## src/rtl/nacc_pkg.sv

```systemverilog
package nacc_pkg;
    localparam int BYTE_W     = 8;
    localparam int CHUNK      = 256;
    localparam int CNT_W      = $clog2(CHUNK);
    localparam int LP_W       = 2 * CNT_W;
    localparam int BIDX_W     = $clog2(BYTE_W);
    localparam int CP_W       = 2 * BIDX_W;
    localparam int BUS_AW     = 5;
    localparam int CODE_W     = 3 * BYTE_W;

    localparam logic [BUS_AW-1:0] OFS_LP_LO = 5'h00;
    localparam logic [BUS_AW-1:0] OFS_LP_HI = 5'h04;
    localparam logic [BUS_AW-1:0] OFS_CP    = 5'h08;
    localparam logic [BUS_AW-1:0] OFS_CNT   = 5'h0C;
    localparam logic [BUS_AW-1:0] OFS_CLR   = 5'h10;
    localparam logic [BUS_AW-1:0] OFS_DATA  = 5'h14;

    typedef struct packed {
        logic [LP_W-1:0]  lp;
        logic [CP_W-1:0]  cp;
        logic [CNT_W-1:0] cnt;
    } acc_t;
endpackage

```

## src/rtl/nacc_decode.sv

```systemverilog
module nacc_decode
    import nacc_pkg::*;
(
    input  logic              sel_i,
    input  logic              wr_i,
    input  logic [BUS_AW-1:0] addr_i,
    input  logic              latch_cmd_i,
    input  logic              latch_addr_i,
    output logic              clear_o,
    output logic              fold_o,
    output logic              fwe_o,
    output logic              fre_o
);
    logic win_hit;

    always_comb begin
        win_hit = sel_i && (addr_i == OFS_DATA);
        clear_o = sel_i && wr_i && (addr_i == OFS_CLR);
        fwe_o   = win_hit && wr_i;
        fre_o   = win_hit && !wr_i;
        fold_o  = win_hit && !latch_cmd_i && !latch_addr_i;
    end
endmodule

```

## src/rtl/nacc_fold.sv

```systemverilog
module nacc_fold
    import nacc_pkg::*;
(
    input  logic [BYTE_W-1:0] byte_i,
    input  logic [CNT_W-1:0]  pos_i,
    output logic [LP_W-1:0]   lp_flip_o,
    output logic [CP_W-1:0]   cp_flip_o
);
    logic bpar;
    assign bpar = ^byte_i;

    for (genvar k = 0; k < CNT_W; k++) begin : g_line
        assign lp_flip_o[2*k]   = bpar & ~pos_i[k];
        assign lp_flip_o[2*k+1] = bpar &  pos_i[k];
    end

    for (genvar j = 0; j < BIDX_W; j++) begin : g_col
        logic ev, od;
        always_comb begin
            ev = 1'b0;
            od = 1'b0;
            for (int i = 0; i < BYTE_W; i++) begin
                if (((i >> j) % 2) == 0) ev = ev ^ byte_i[i];
                else                     od = od ^ byte_i[i];
            end
        end
        assign cp_flip_o[2*j]   = ev;
        assign cp_flip_o[2*j+1] = od;
    end
endmodule

```

## src/rtl/nand_ecc_acc.sv

```systemverilog
module nand_ecc_acc
    import nacc_pkg::*;
(
    input  logic              clk,
    input  logic              rst_n,
    input  logic              bus_sel,
    input  logic              bus_wr,
    input  logic [BUS_AW-1:0] bus_addr,
    input  logic [BYTE_W-1:0] bus_wdata,
    output logic [BYTE_W-1:0] bus_rdata,
    input  logic              latch_cmd,
    input  logic              latch_addr,
    input  logic [BYTE_W-1:0] flash_din,
    output logic [BYTE_W-1:0] flash_dout,
    output logic              flash_we,
    output logic              flash_re,
    output logic [CODE_W-1:0] code_o
);
    acc_t acc_d, acc_q;
    logic clear, fold;
    logic [BYTE_W-1:0] fold_byte;
    logic [LP_W-1:0]   lp_flip, lp_q;
    logic [CP_W-1:0]   cp_flip, cp_q;
    logic [CNT_W-1:0]  cnt_q;

    nacc_decode u_dec (
        .sel_i       (bus_sel),
        .wr_i        (bus_wr),
        .addr_i      (bus_addr),
        .latch_cmd_i (latch_cmd),
        .latch_addr_i(latch_addr),
        .clear_o     (clear),
        .fold_o      (fold),
        .fwe_o       (flash_we),
        .fre_o       (flash_re)
    );

    assign fold_byte  = bus_wr ? bus_wdata : flash_din;
    assign flash_dout = bus_wdata;

    nacc_fold u_fold (
        .byte_i   (fold_byte),
        .pos_i    (acc_q.cnt),
        .lp_flip_o(lp_flip),
        .cp_flip_o(cp_flip)
    );

    always_comb begin
        acc_d = acc_q;
        if (clear) begin
            acc_d = '0;
        end else if (fold) begin
            acc_d.lp  = acc_q.lp ^ lp_flip;
            acc_d.cp  = acc_q.cp ^ cp_flip;
            acc_d.cnt = acc_q.cnt + CNT_W'(1);
        end
    end

    always_ff @(posedge clk) begin
        if (!rst_n) acc_q <= '0;
        else        acc_q <= acc_d;
    end

    assign lp_q  = acc_q.lp;
    assign cp_q  = acc_q.cp;
    assign cnt_q = acc_q.cnt;

    always_comb begin
        case (bus_addr)
            OFS_LP_LO: bus_rdata = lp_q[BYTE_W-1:0];
            OFS_LP_HI: bus_rdata = lp_q[LP_W-1:BYTE_W];
            OFS_CP:    bus_rdata = {{(BYTE_W-CP_W){1'b0}}, cp_q};
            OFS_CNT:   bus_rdata = cnt_q;
            OFS_DATA:  bus_rdata = flash_din;
            default:   bus_rdata = '0;
        endcase
    end

    assign code_o = {~cp_q, 2'b11, ~lp_q[BYTE_W-1:0], ~lp_q[LP_W-1:BYTE_W]};
endmodule

```

## config.mk

```make
export PLATFORM = sky130hd
export DESIGN_NAME = nand_ecc_acc
export DESIGN_NICKNAME = d
export VERILOG_FILES = /design/src/rtl/nacc_pkg.sv /design/src/rtl/nacc_decode.sv /design/src/rtl/nacc_fold.sv /design/src/rtl/nand_ecc_acc.sv
export SDC_FILE = /design/constraint.sdc
export NUM_CORES = 1
export LEC_CHECK = 0
export ABC_AREA = 1
export ABC_CLOCK_PERIOD_IN_PS = 1450
export BUFFER_PORTS_ARGS = -buffer_cell sky130_fd_sc_hd__buf_2
export CAP_MARGIN = 20
export CORE_MARGIN = 1
export CORE_UTILIZATION = 47
export DETAILED_ROUTE_END_ITERATION = 7
export PLACE_DENSITY_LB_ADDON = 0.2
export SYNTH_ARGS = -nofsm -noshare
export SYNTH_HDL_FRONTEND = slang
export SYNTH_SLANG_ARGS = --single-unit
```

## constraint.sdc

```tcl
create_clock -name clk -period 1.45 [get_ports clk]
set_input_delay 0.0725 -clock clk [delete_from_list [all_inputs] [get_ports clk]]
set_output_delay 0.0725 -clock clk [all_outputs]
set_load 0.1 [all_outputs]
```

==> results.md <==
- Status: complete, but fails checks
- Failing checks: setup timing
- Pwr Total: 0.002346 W
- Design Area, Final: 3756 um^2
- Most area-consuming cells after synthesis: dfxtp_1 (26%), nand2_1 (17%), inv_1 (9.6%)
- Diode count: 0
- Max VDD drop: 0.4778 mV
- Drt first pass iters: 5
- Vias in the first global route: 2525
- Row count: 25
- RD Place Congestion: 0.8665
- Via density per instance: 5.163
- Worst path most repeated cell: buf_4
- H-Tree Depth: 2
- Clk_skew: 6.409 ps
- Netlist Area Pre-Place: 2345 um^2
- Top Ports: 69
- Skew-Pair Late Insertion Delay: 290 ps
- Die Y: 72.63 um
- Crit path arrival time: 1390 ps
- Routed Antenna Nets: 0
- # clock sinks: 30
- Synth area leader: dfxtp_1
- CTS tree: built
- Core Area: 4755 um^2
- Fin. Hold Viols: 0
- Root Buffer: clkbuf_8
- DRC errors left: 0
- Seq/Total Area, Yosys: 25.61%
- Max Cap Viol: 0
- CP required: 1380 ps
- Largest net degree at the start of global routing: 18
- Crit Path Max Fanout: 5
- Hold_buf cts: 0
- Reg clk slew, reported paths: 70 ps
- Hold Crit Class: primary input to register
- Fmax: 682.3 MHz
- Critical path class: primary input to output pin
- RSZ-0062 raised after global routing: yes
- Mean post-synth cell area: 6.170 um^2
- Slew Viols, Final: 0
- Ordered list of cells on the worst path: buf_2 -> buf_4 -> nor4_4 -> buf_4 -> nand2_8 -> buf_4 -> o21ai_4 -> buf_12
- Share of the synthesized area in the top cell type: 25.61%
- Number of distinct library cells after synthesis: 32
- Final Non-Filler Cells: 571
- Worst path max stage delay: 270 ps
- Slowest CP cell: nor4_4
- Die width: 72.63 um
- Port bufs: 66
- Final setup vio count: 2
- Clock Tree Buf Depth: 2
- Global-route wire length before repair: 11.16 mm
- Pwr per Cell Area: 624.6 nW/um^2
- Final wirelength: 7.748 mm
- Inserted Clock Buffers: 5
- Share of cells above drive strength 1: 44.84%
- Period utilisation layout: 101.1%
- DIE AREA: 5275 um^2
- Post-route setup slack: -15.62 ps
- Cell count after synthesis: 380
- Detailed placement HPWL: 5.237 mm
- Tmin final: 1466 ps
- Routed length per instance: 13.57 um
- Critical path startpoint category: primary input
- Placed Cells: 552
- FF+latch count, synth: 30
- DR vias: 2948
- Fin util: 79.00%
- Final-stage net count: 531
- CP endpoint kind: output pin
- Synth warn: 0
- Synth-to-layout area growth: 60.19%
- Placed instance area: 3314 um^2
- Pleak: 1.688 nW
- GRT Residual Overflow: 0
- Hold Slack: 225.9 ps
- Global Route Usage Sum: 27.36%
- Starting density of the core: 49.32%
- Iter 0 DRT Violations: 178
- Initial antenna violation count: 0
-- placed cells by master, fill, tap and decap left out, types with 2 or more instances in the layout --
master,synthesis,layout
a21oi_1,10,8
a21oi_2,7,9
a221oi_2,0,2
a221oi_4,0,3
a31oi_1,2,2
buf_12,0,11
buf_2,1,55
buf_4,11,60
buf_6,1,6
clkbuf_8,0,5
clkinv_2,0,2
conb_1,1,2
dfxtp_1,30,23
dfxtp_2,0,6
inv_1,60,53
inv_2,0,4
inv_4,2,4
nand2_1,105,103
nand2_2,22,22
nand2_4,4,5
nand2_8,1,2
nand3_1,14,13
nand4_1,11,11
nor2_1,41,36
nor2_2,0,3
nor2_4,0,2
nor3_1,8,6
nor3_4,1,2
o21ai_0,21,10
o21ai_1,0,4
o21ai_4,0,7
o22ai_4,0,4
or2_2,2,2
xnor2_1,4,4
-- final cells by class --
class / instances / area, um^2
timing repair buffer: 132 / 1013
sequential: 30 / 611.8
fill: 342 / 998.5
clock buffer: 5 / 68.82
clock inverter: 3 / 40.04
inverter: 62 / 246.5
tap: 67 / 83.83
multi-input combinational: 272 / 1692
-- worst max-delay path, delay by kind of cell --
kind	cells	cell delay, ps
buf+inv	5	790
simple gates	2	350
compound gates	1	160
-- registers in the layout, summed over array words and instances (netlist names) --
| register | flops |
|---|---|
| lp_q | 16 |
| cnt_q | 8 |
| cp_q | 6 |
-- synth_stat cells (all sizes together) --
cell type	instances
buf	15
or2	2
nor3	9
xnor2	4
o21ai	21
a21oi	17
dfxtp	30
a31oi	2
clkbuf	2
o2111ai	1
o21a	1
o22ai	5
nor2	42
nand3	14
nor3b	1
conb	1
nand4	11
inv	62
a221oi	5
ha	1
nand2	132
nor4	2
-- final timing paths --
check | startpoint | slack, ps | to | cells after the start
setup / recovery | bus_addr[3] | -20 | bus_rdata[0] | 8
hold / removal | latch_addr | 230 | cnt_q[2] | 4
setup reg to reg | cnt_q[1] | 10 | cnt_q[5] | 8
hold reg to reg | lp_q[7] | 510 | lp_q[7] | 2
-- report_power, final --
part | internal, W | leakage (nW) | switching (W)
sequential | 0.000823 | 0.245 | 0.00000130
combinational | 0.000239 | 1.38 | 0.000434
clock | 0.000505 | 0.0579 | 0.000342
total | 0.00157 | 1.69 | 0.000778
-- layer usage --
metal | vias to the layer above | wire, um | track usage, %
li1 | 1444 | - | -
met3 | 29 | 556 | 5.110
met4 | 0 | 260 | 6.972
met1 | 1335 | 3071 | 33.36
met5 | - | 0 | 0
met2 | 140 | 3860 | 49.33
-- logic make-up (layout without fill, tap and decap cells) --
kind of cell,after synthesis,in the layout,share of synthesized area [%]
AO/OA/AOI/OAI,52,52,13.66
XOR/XNOR,4,4,1.494
adder cells (fa/ha/maj),1,1,0.5335
buffers and inverters,79,202,15.96
flip-flops,30,30,25.61
other,1,2,0.1599
AND/OR/NAND/NOR,213,213,42.58
-- repair_timing --
action,CTS,global route
buffers inserted,2,10
setup endpoints to repair,8,11
gates resized for setup,27,35
gates cloned,0,0
pin swaps,1,7
-- per-stage QoR --
step           setup TNS [ps]  worst slack (ps)
2_1_floorplan          -445.1            -92.83
4_1_cts                -2.564            -2.564
3_3_place_gp           -809.7            -93.27
6_report               -21.26            -15.62
5_1_grt                -369.7            -73.32
3_5_place_dp            -1473            -115.0
Power figures use the tool's default switching activity.
